### config.mk
export PLATFORM = sky130hd
export DESIGN_NAME = flash_rd_resp
export DESIGN_NICKNAME = d
export VERILOG_FILES = /design/src/rtl/flash_rd_pkg.sv /design/src/rtl/spi_pin_sync.sv /design/src/rtl/pattern_rom.sv /design/src/rtl/read_cursor.sv /design/src/rtl/flash_rd_resp.sv
export SDC_FILE = /design/constraint.sdc
export NUM_CORES = 1
export LEC_CHECK = 0
export ABC_CLOCK_PERIOD_IN_PS = 7700
export BUFFER_PORTS_ARGS = -buffer_cell sky130_fd_sc_hd__clkbuf_2
export CORE_MARGIN = 3
export CORE_UTILIZATION = 60
export CTS_CLUSTER_DIAMETER = 200
export CTS_CLUSTER_SIZE = 25
export DETAILED_ROUTE_END_ITERATION = 16
export PLACE_DENSITY = 0.77
export SLEW_MARGIN = 20
export SYNTH_ARGS = -nofsm -noshare
export SYNTH_HDL_FRONTEND = slang
export SYNTH_HIERARCHICAL = 1
export SYNTH_SLANG_ARGS = --single-unit
### constraint.sdc
create_clock -name clk -period 7.7 [get_ports clk]
set_input_delay 1.155 -clock clk [delete_from_list [all_inputs] [get_ports clk]]
set_output_delay 1.155 -clock clk [all_outputs]
set_load 0.03 [all_outputs]
### src/rtl/flash_rd_pkg.sv
package flash_rd_pkg;

    typedef enum logic [2:0] {
        ST_IDLE   = 3'd0,
        ST_OPCODE = 3'd1,
        ST_ADDR   = 3'd2,
        ST_DUMMY  = 3'd3,
        ST_STREAM = 3'd4,
        ST_REJECT = 3'd5
    } rd_state_e;

    localparam logic [7:0] OPC_READ_SLOW = 8'h03;
    localparam logic [7:0] OPC_READ_FAST = 8'h0B;
    localparam logic [7:0] OPC_READ_HIGH = 8'h1B;

    localparam int ADDR_BYTES = 3;

    // opcode recognised by the read path
    function automatic logic opcode_known(input logic [7:0] opc);
        return (opc == OPC_READ_SLOW) || (opc == OPC_READ_FAST) || (opc == OPC_READ_HIGH);
    endfunction

    // number of throwaway bytes between address and data
    function automatic logic [1:0] dummy_count(input logic [7:0] opc);
        logic [1:0] n;
        n = 2'd0;
        if (opc == OPC_READ_FAST) n = 2'd1;
        if (opc == OPC_READ_HIGH) n = 2'd2;
        return n;
    endfunction

    // content of the pattern store at a page and byte offset
    function automatic logic [7:0] pattern_byte(input int unsigned pg, input int unsigned off);
        int unsigned v;
        v = pg * 29 + off * 3 + (off >> 8);
        return 8'(v);
    endfunction

endpackage

### src/rtl/spi_pin_sync.sv
module spi_pin_sync #(
    parameter int STAGES = 2
) (
    input  logic clk,
    input  logic rst_n,
    input  logic sck_i,
    input  logic cs_n_i,
    input  logic mosi_i,
    output logic rise_o,
    output logic fall_o,
    output logic cs_hi_o,
    output logic mosi_o
);
    localparam int MSB = STAGES - 1;

    logic [MSB:0] sck_r;
    logic [MSB:0] cs_r;
    logic [MSB:0] mosi_r;
    logic         sck_last;

    generate
        if (STAGES == 1) begin : g_single
            always_ff @(posedge clk or negedge rst_n) begin
                if (!rst_n) begin
                    sck_r  <= '0;
                    cs_r   <= '1;
                    mosi_r <= '0;
                end else begin
                    sck_r  <= sck_i;
                    cs_r   <= cs_n_i;
                    mosi_r <= mosi_i;
                end
            end
        end else begin : g_chain
            always_ff @(posedge clk or negedge rst_n) begin
                if (!rst_n) begin
                    sck_r  <= '0;
                    cs_r   <= '1;
                    mosi_r <= '0;
                end else begin
                    sck_r  <= {sck_r[MSB-1:0], sck_i};
                    cs_r   <= {cs_r[MSB-1:0], cs_n_i};
                    mosi_r <= {mosi_r[MSB-1:0], mosi_i};
                end
            end
        end
    endgenerate

    always_ff @(posedge clk or negedge rst_n) begin
        if (!rst_n) sck_last <= 1'b0;
        else        sck_last <= sck_r[MSB];
    end

    assign rise_o  = sck_r[MSB] & ~sck_last;
    assign fall_o  = ~sck_r[MSB] & sck_last;
    assign cs_hi_o = cs_r[MSB];
    assign mosi_o  = mosi_r[MSB];

endmodule

### src/rtl/pattern_rom.sv
module pattern_rom
    import flash_rd_pkg::*;
#(
    parameter int PG_W  = 2,
    parameter int OFF_W = 10
) (
    input  logic [PG_W-1:0]  page_i,
    input  logic [OFF_W-1:0] off_i,
    output logic [7:0]       data_o
);
    always_comb begin
        data_o = pattern_byte(32'(page_i), 32'(off_i));
    end
endmodule

### src/rtl/read_cursor.sv
module read_cursor #(
    parameter int PAGES     = 4,
    parameter int EXT_BYTES = 528,
    parameter int BIN_BYTES = 512,
    parameter int ADDR_W    = 24
) (
    input  logic                       clk,
    input  logic                       rst_n,
    input  logic                       load_i,
    input  logic [ADDR_W-1:0]          addr_i,
    input  logic                       bin_i,
    input  logic                       adv_i,
    output logic [$clog2(PAGES)-1:0]   page_o,
    output logic [$clog2(EXT_BYTES)-1:0] off_o
);
    localparam int PG_W      = $clog2(PAGES);
    localparam int OFF_W     = $clog2(EXT_BYTES);
    localparam int BIN_OFF_W = $clog2(BIN_BYTES);
    localparam logic [PG_W-1:0]  LAST_PG  = PG_W'(PAGES - 1);
    localparam logic [OFF_W-1:0] EXT_LAST = OFF_W'(EXT_BYTES - 1);
    localparam logic [OFF_W-1:0] BIN_LAST = OFF_W'(BIN_BYTES - 1);

    logic [PG_W-1:0]  ld_page;
    logic [OFF_W-1:0] ld_off;
    logic [OFF_W-1:0] last_off;

    always_comb begin
        if (bin_i) begin
            ld_page = addr_i[BIN_OFF_W +: PG_W];
            ld_off  = OFF_W'(addr_i[BIN_OFF_W-1:0]);
        end else begin
            ld_page = addr_i[OFF_W +: PG_W];
            ld_off  = addr_i[OFF_W-1:0];
        end
        last_off = bin_i ? BIN_LAST : EXT_LAST;
    end

    always_ff @(posedge clk or negedge rst_n) begin
        if (!rst_n) begin
            page_o <= '0;
            off_o  <= '0;
        end else if (load_i) begin
            page_o <= ld_page;
            off_o  <= ld_off;
        end else if (adv_i) begin
            if (off_o >= last_off) begin
                off_o  <= '0;
                page_o <= (page_o == LAST_PG) ? '0 : page_o + PG_W'(1);
            end else begin
                off_o <= off_o + OFF_W'(1);
            end
        end
    end
endmodule

### src/rtl/flash_rd_resp.sv
module flash_rd_resp
    import flash_rd_pkg::*;
#(
    parameter int PAGES       = 4,
    parameter int EXT_BYTES   = 528,
    parameter int BIN_BYTES   = 512,
    parameter int SYNC_STAGES = 2
) (
    input  logic clk,
    input  logic rst_n,
    input  logic bin_pages,
    input  logic spi_sck,
    input  logic spi_cs_n,
    input  logic spi_mosi,
    output logic spi_miso,
    output logic spi_miso_oe
);
    localparam int PG_W   = $clog2(PAGES);
    localparam int OFF_W  = $clog2(EXT_BYTES);
    localparam int ADDR_W = 8 * ADDR_BYTES;
    localparam logic [1:0] LAST_ADDR_BYTE = 2'(ADDR_BYTES - 1);

    logic rise_evt, fall_evt, cs_hi, mosi_s;

    rd_state_e state_q, state_d;

    logic [2:0]        bit_cnt_q;
    logic [1:0]        byte_cnt_q;
    logic [6:0]        in_sh_q;
    logic [ADDR_W-2:0] addr_q;
    logic [1:0]        dummy_q;
    logic              mode_q;

    logic [2:0]        out_cnt_q;
    logic [7:0]        out_sh_q;

    logic              byte_done;
    logic [7:0]        rx_byte;
    logic [ADDR_W-1:0] full_addr;
    logic              ptr_load;
    logic              ptr_adv;
    logic [PG_W-1:0]   ptr_page;
    logic [OFF_W-1:0]  ptr_off;
    logic [7:0]        rom_byte;

    spi_pin_sync #(.STAGES(SYNC_STAGES)) u_sync (
        .clk     (clk),
        .rst_n   (rst_n),
        .sck_i   (spi_sck),
        .cs_n_i  (spi_cs_n),
        .mosi_i  (spi_mosi),
        .rise_o  (rise_evt),
        .fall_o  (fall_evt),
        .cs_hi_o (cs_hi),
        .mosi_o  (mosi_s)
    );

    read_cursor #(
        .PAGES(PAGES), .EXT_BYTES(EXT_BYTES), .BIN_BYTES(BIN_BYTES), .ADDR_W(ADDR_W)
    ) u_cursor (
        .clk    (clk),
        .rst_n  (rst_n),
        .load_i (ptr_load),
        .addr_i (full_addr),
        .bin_i  (mode_q),
        .adv_i  (ptr_adv),
        .page_o (ptr_page),
        .off_o  (ptr_off)
    );

    pattern_rom #(.PG_W(PG_W), .OFF_W(OFF_W)) u_rom (
        .page_i (ptr_page),
        .off_i  (ptr_off),
        .data_o (rom_byte)
    );

    assign byte_done = rise_evt && (bit_cnt_q == 3'd7);
    assign rx_byte   = {in_sh_q, mosi_s};
    assign full_addr = {addr_q, mosi_s};
    assign ptr_load  = (state_q == ST_ADDR) && byte_done && (byte_cnt_q == LAST_ADDR_BYTE);
    assign ptr_adv   = fall_evt && (state_q == ST_STREAM) && (out_cnt_q == 3'd0);

    // next-state logic
    always_comb begin
        state_d = state_q;
        if (cs_hi) begin
            state_d = ST_IDLE;                                    // release
        end else begin
            unique case (state_q)
                ST_IDLE:   state_d = ST_OPCODE;                   // select
                ST_OPCODE: if (byte_done)
                               state_d = opcode_known(rx_byte) ? ST_ADDR : ST_REJECT;
                ST_ADDR:   if (ptr_load)
                               state_d = (dummy_q == 2'd0) ? ST_STREAM : ST_DUMMY;
                ST_DUMMY:  if (byte_done && (byte_cnt_q == dummy_q - 2'd1))
                               state_d = ST_STREAM;
                ST_STREAM: state_d = ST_STREAM;
                ST_REJECT: state_d = ST_REJECT;
                default:   state_d = ST_IDLE;
            endcase
        end
    end

    // state register
    always_ff @(posedge clk or negedge rst_n) begin
        if (!rst_n) state_q <= ST_IDLE;
        else        state_q <= state_d;
    end

    // command capture on rising serial-clock edges
    always_ff @(posedge clk or negedge rst_n) begin
        if (!rst_n) begin
            bit_cnt_q  <= '0;
            byte_cnt_q <= '0;
            in_sh_q    <= '0;
            addr_q     <= '0;
            dummy_q    <= '0;
            mode_q     <= 1'b0;
        end else if (cs_hi) begin
            bit_cnt_q  <= '0;
            byte_cnt_q <= '0;
        end else if (rise_evt && (state_q inside {ST_OPCODE, ST_ADDR, ST_DUMMY})) begin
            in_sh_q   <= rx_byte[6:0];
            bit_cnt_q <= bit_cnt_q + 3'd1;
            if (state_q == ST_ADDR) addr_q <= full_addr[ADDR_W-2:0];
            if (bit_cnt_q == 3'd7) begin
                if (state_q == ST_OPCODE) begin
                    dummy_q <= dummy_count(rx_byte);
                    mode_q  <= bin_pages;
                end
                byte_cnt_q <= ((state_q == ST_OPCODE) || ptr_load) ? 2'd0 : byte_cnt_q + 2'd1;
            end
        end
    end

    // output launch on falling serial-clock edges
    always_ff @(posedge clk or negedge rst_n) begin
        if (!rst_n) begin
            spi_miso  <= 1'b0;
            out_sh_q  <= '0;
            out_cnt_q <= '0;
        end else if (cs_hi) begin
            out_cnt_q <= '0;
        end else if (fall_evt && (state_q == ST_STREAM)) begin
            if (out_cnt_q == 3'd0) begin
                spi_miso  <= rom_byte[7];
                out_sh_q  <= {rom_byte[6:0], 1'b0};
                out_cnt_q <= 3'd7;
            end else begin
                spi_miso  <= out_sh_q[7];
                out_sh_q  <= {out_sh_q[6:0], 1'b0};
                out_cnt_q <= out_cnt_q - 3'd1;
            end
        end
    end

    always_comb begin
        spi_miso_oe = (state_q == ST_STREAM);
    end

endmodule

==> summary.json <==
{
  "outcome": "complete, no violations",
  "num_antenna_cells": 0,
  "placed_area_um2": 3657,
  "io_buffer_count": 7,
  "floorplan.initialDensity_pct": 63.56,
  "hpwlAfterDp_um": 4468,
  "synthesis.nets": 367,
  "crit_type": "flip-flop to flip-flop",
  "relSlewSlack_pct": 42.96,
  "max_slew.worst_pin.slew_ns": 0.8538,
  "top_layer_used": "met4",
  "global_route.overflow_total": 0,
  "min_delay_path_depth": 0,
  "dr_wl_met3_um": 205,
  "timing.rr.end": "u_cursor/off_o[7]",
  "number_of_cell_instances_on_the_worst_register_to_register_path": 9,
  "grt_setup_unrepaired": "no",
  "cts.htree.levels": 3,
  "ctsResizeCount": 0,
  "area_delta_synth_final_pct": 8.234,
  "power.density_cell_area_nw_per_um2": 227.7,
  "clock_latency_at_the_later_pin_of_the_worst_skew_pair_ns": 0.33,
  "drive_above_1_share_pct": 18.71,
  "startpoint_type": "flip-flop",
  "worstSetupEndpointType": "flip-flop",
  "timing.hold.worst.class": "flip-flop to flip-flop",
  "row_count": 27,
  "number_of_buffers_added_to_fix_hold_violations_after_cts": 0,
  "maximum_number_of_pins_on_one_net_before_global_route_repair": 60,
  "worst_hold_path.endpoint": "u_sync/sck_r[1]",
  "clock-sinks": 59,
  "hold_path.startpoint": "u_sync/sck_r[0]",
  "max-cap-violations": 0,
  "leakage_nw": 1.880,
  "skew_ns": 0.008070,
  "fin_nets": 376,
  "gp_congestion": 0.9194,
  "critical-path-max-stage-delay_ns": 0.69,
  "post-route-cell-area_um2": 3881,
  "grt_pass1_wl_um": 11170,
  "floorplan.die_area_um2": 6941,
  "synthCells": 328,
  "final_max_slew_viol_count": 0,
  "groute.usage.overall_pct": 20.00,
  "fp.dieW_um": 83.31,
  "cp_max_fo": 11,
  "max_clock_freq_mhz": 347.2,
  "report.final.hold_viol_count": 0,
  "fp.dieH_um": 83.31,
  "route.vias.total": 2410,
  "number_of_buffers_between_clock_root_and_the_deepest_sink": 2,
  "cts_buffers": 9,
  "drtAntennaViolNets": 0,
  "cts_tree": "yes",
  "cts.repair_timing.setup_buffer_count": 0,
  "path_buf_inv": 1,
  "syn_area_per_cell_um2": 10.93,
  "regToRegSetupSlack_ns": 4.82,
  "min_period_over_period_pct": 37.40,
  "fp.coreArea_um2": 5642,
  "crit_required_ns": 7.95,
  "worstPathArrival_ns": 3.13,
  "via_count_of_the_first_global_routing_pass": 2401,
  "route.detailed.wl_per_inst_um": 15.23,
  "cts_root_buffer": "sky130_fd_sc_hd__clkbuf_8",
  "worst_ir_drop_vdd_uv": 212.6,
  "clk_transition_reported_paths_ns": 0.07,
  "detail_route.first_pass.iterations": 4,
  "design.portCount": 8,
  "critical-path-top-delay-family": "simple AND/OR/NAND/NOR gates",
  "crit-reg2reg-launch": "out_cnt_q[0]",
  "totalWireLength_um": 6307,
  "ys_warn_count": 6,
  "met2_length_um": 3036,
  "post-route-drc-count": 0,
  "period_minus_slack_ns": 2.880,
  "worst_path_max_delay_cell": "sky130_fd_sc_hd__nor2b_1",
  "fin_setup_tns_ns": 0,
  "viasPerCell": 5.821,
  "wl_met1_um": 2918,
  "first_iter_violations": 192,
  "syn_area_um2": 3586,
  "final-setup-viol-count": 0,
  "grt_antenna_before_repair": 0,
  "end_of_flow_core_utilization_pct": 68.80,
  "worstPathCellList": "inv_1 -> ha_1 -> nor2b_1 -> and2_1 -> nor2_1 -> nor3_1 -> nand3_1 -> xor2_1 -> o21ai_0"
}
-- worst max-delay path by stage --
stage | start | to | slack (ns) | depth (start not counted)
6_report | out_cnt_q[0] | u_cursor/off_o[7] | 4.82 | 9
5_1_grt | out_cnt_q[0] | u_cursor/off_o[7] | 4.56 | 9
3_5_place_dp | out_cnt_q[0] | u_cursor/off_o[7] | 4.85 | 9
3_3_place_gp | u_cursor/off_o[3] | spi_miso | 4.98 | 9
4_1_cts | out_cnt_q[0] | u_cursor/off_o[7] | 4.83 | 9
2_1_floorplan | u_cursor/off_o[3] | spi_miso | 5.07 | 9
-- per-layer routing --
metal  vias to the layer above  global-route usage (%)
met5                         -                       0
met4                         0                   9.807
met3                        12                   4.663
met2                        47                   30.17
met1                      1175                   27.13
li1                       1176                       -
-- sequential cells by signal, indices dropped and copies added (netlist names) --
name and flops:
u_sync/sck_last 1, u_cursor/page_o 2, state_q 3, bit_cnt_q 3
u_sync/cs_r 2, dummy_q 2, u_sync/mosi_r 2, out_cnt_q 3
u_sync/sck_r 2, out_sh_q 7, in_sh_q 7, u_cursor/off_o 10
spi_miso 1, addr_q 11, mode_q 1, byte_cnt_q 2
-- placed cells by master (no fill, tap or decap), types with 4 or more instances in the layout --
cell type / n
sky130_fd_sc_hd__a21oi_1: 13
sky130_fd_sc_hd__a22oi_1: 4
sky130_fd_sc_hd__clkbuf_2: 7
sky130_fd_sc_hd__clkbuf_8: 9
sky130_fd_sc_hd__dfrtp_1: 57
sky130_fd_sc_hd__fa_1: 10
sky130_fd_sc_hd__ha_1: 23
sky130_fd_sc_hd__inv_1: 23
sky130_fd_sc_hd__mux2_2: 13
sky130_fd_sc_hd__mux2_4: 8
sky130_fd_sc_hd__mux2i_1: 12
sky130_fd_sc_hd__nand2_1: 22
sky130_fd_sc_hd__nand2b_1: 5
sky130_fd_sc_hd__nand3_1: 12
sky130_fd_sc_hd__nor2_1: 20
sky130_fd_sc_hd__o21ai_0: 21
sky130_fd_sc_hd__xnor2_1: 7
sky130_fd_sc_hd__xor2_1: 8
-- where the power goes --
part	switching (mW)	leakage, nW	internal (mW)
logic	0.0972	0.993	0.0899
clock network	0.128	0.114	0.184
registers	0.0390	0.774	0.346
-- cell type report --
type | count | area (µm²)
multi-input combinational | 235 | 1952
sequential | 59 | 1479
clock buffer | 9 | 123.9
timing repair buffer | 9 | 50.05
inverter | 23 | 86.33
clock inverter | 7 | 100.1
fill | 438 | 1760
tap | 72 | 90.09
-- stage by stage --
stage	instances	power [mW]	hold slack [ns]	setup slack [ns]
after floorplan	328	0.5349	0.3312	5.070
after global placement	398	0.5713	0.3325	4.977
after detailed placement	398	0.5789	0.3386	4.848
after CTS	414	0.8940	0.3540	4.826
after global routing	414	0.9453	0.3643	4.563
final	414	0.8836	0.3539	4.820
Power figures use the tool's default switching activity.
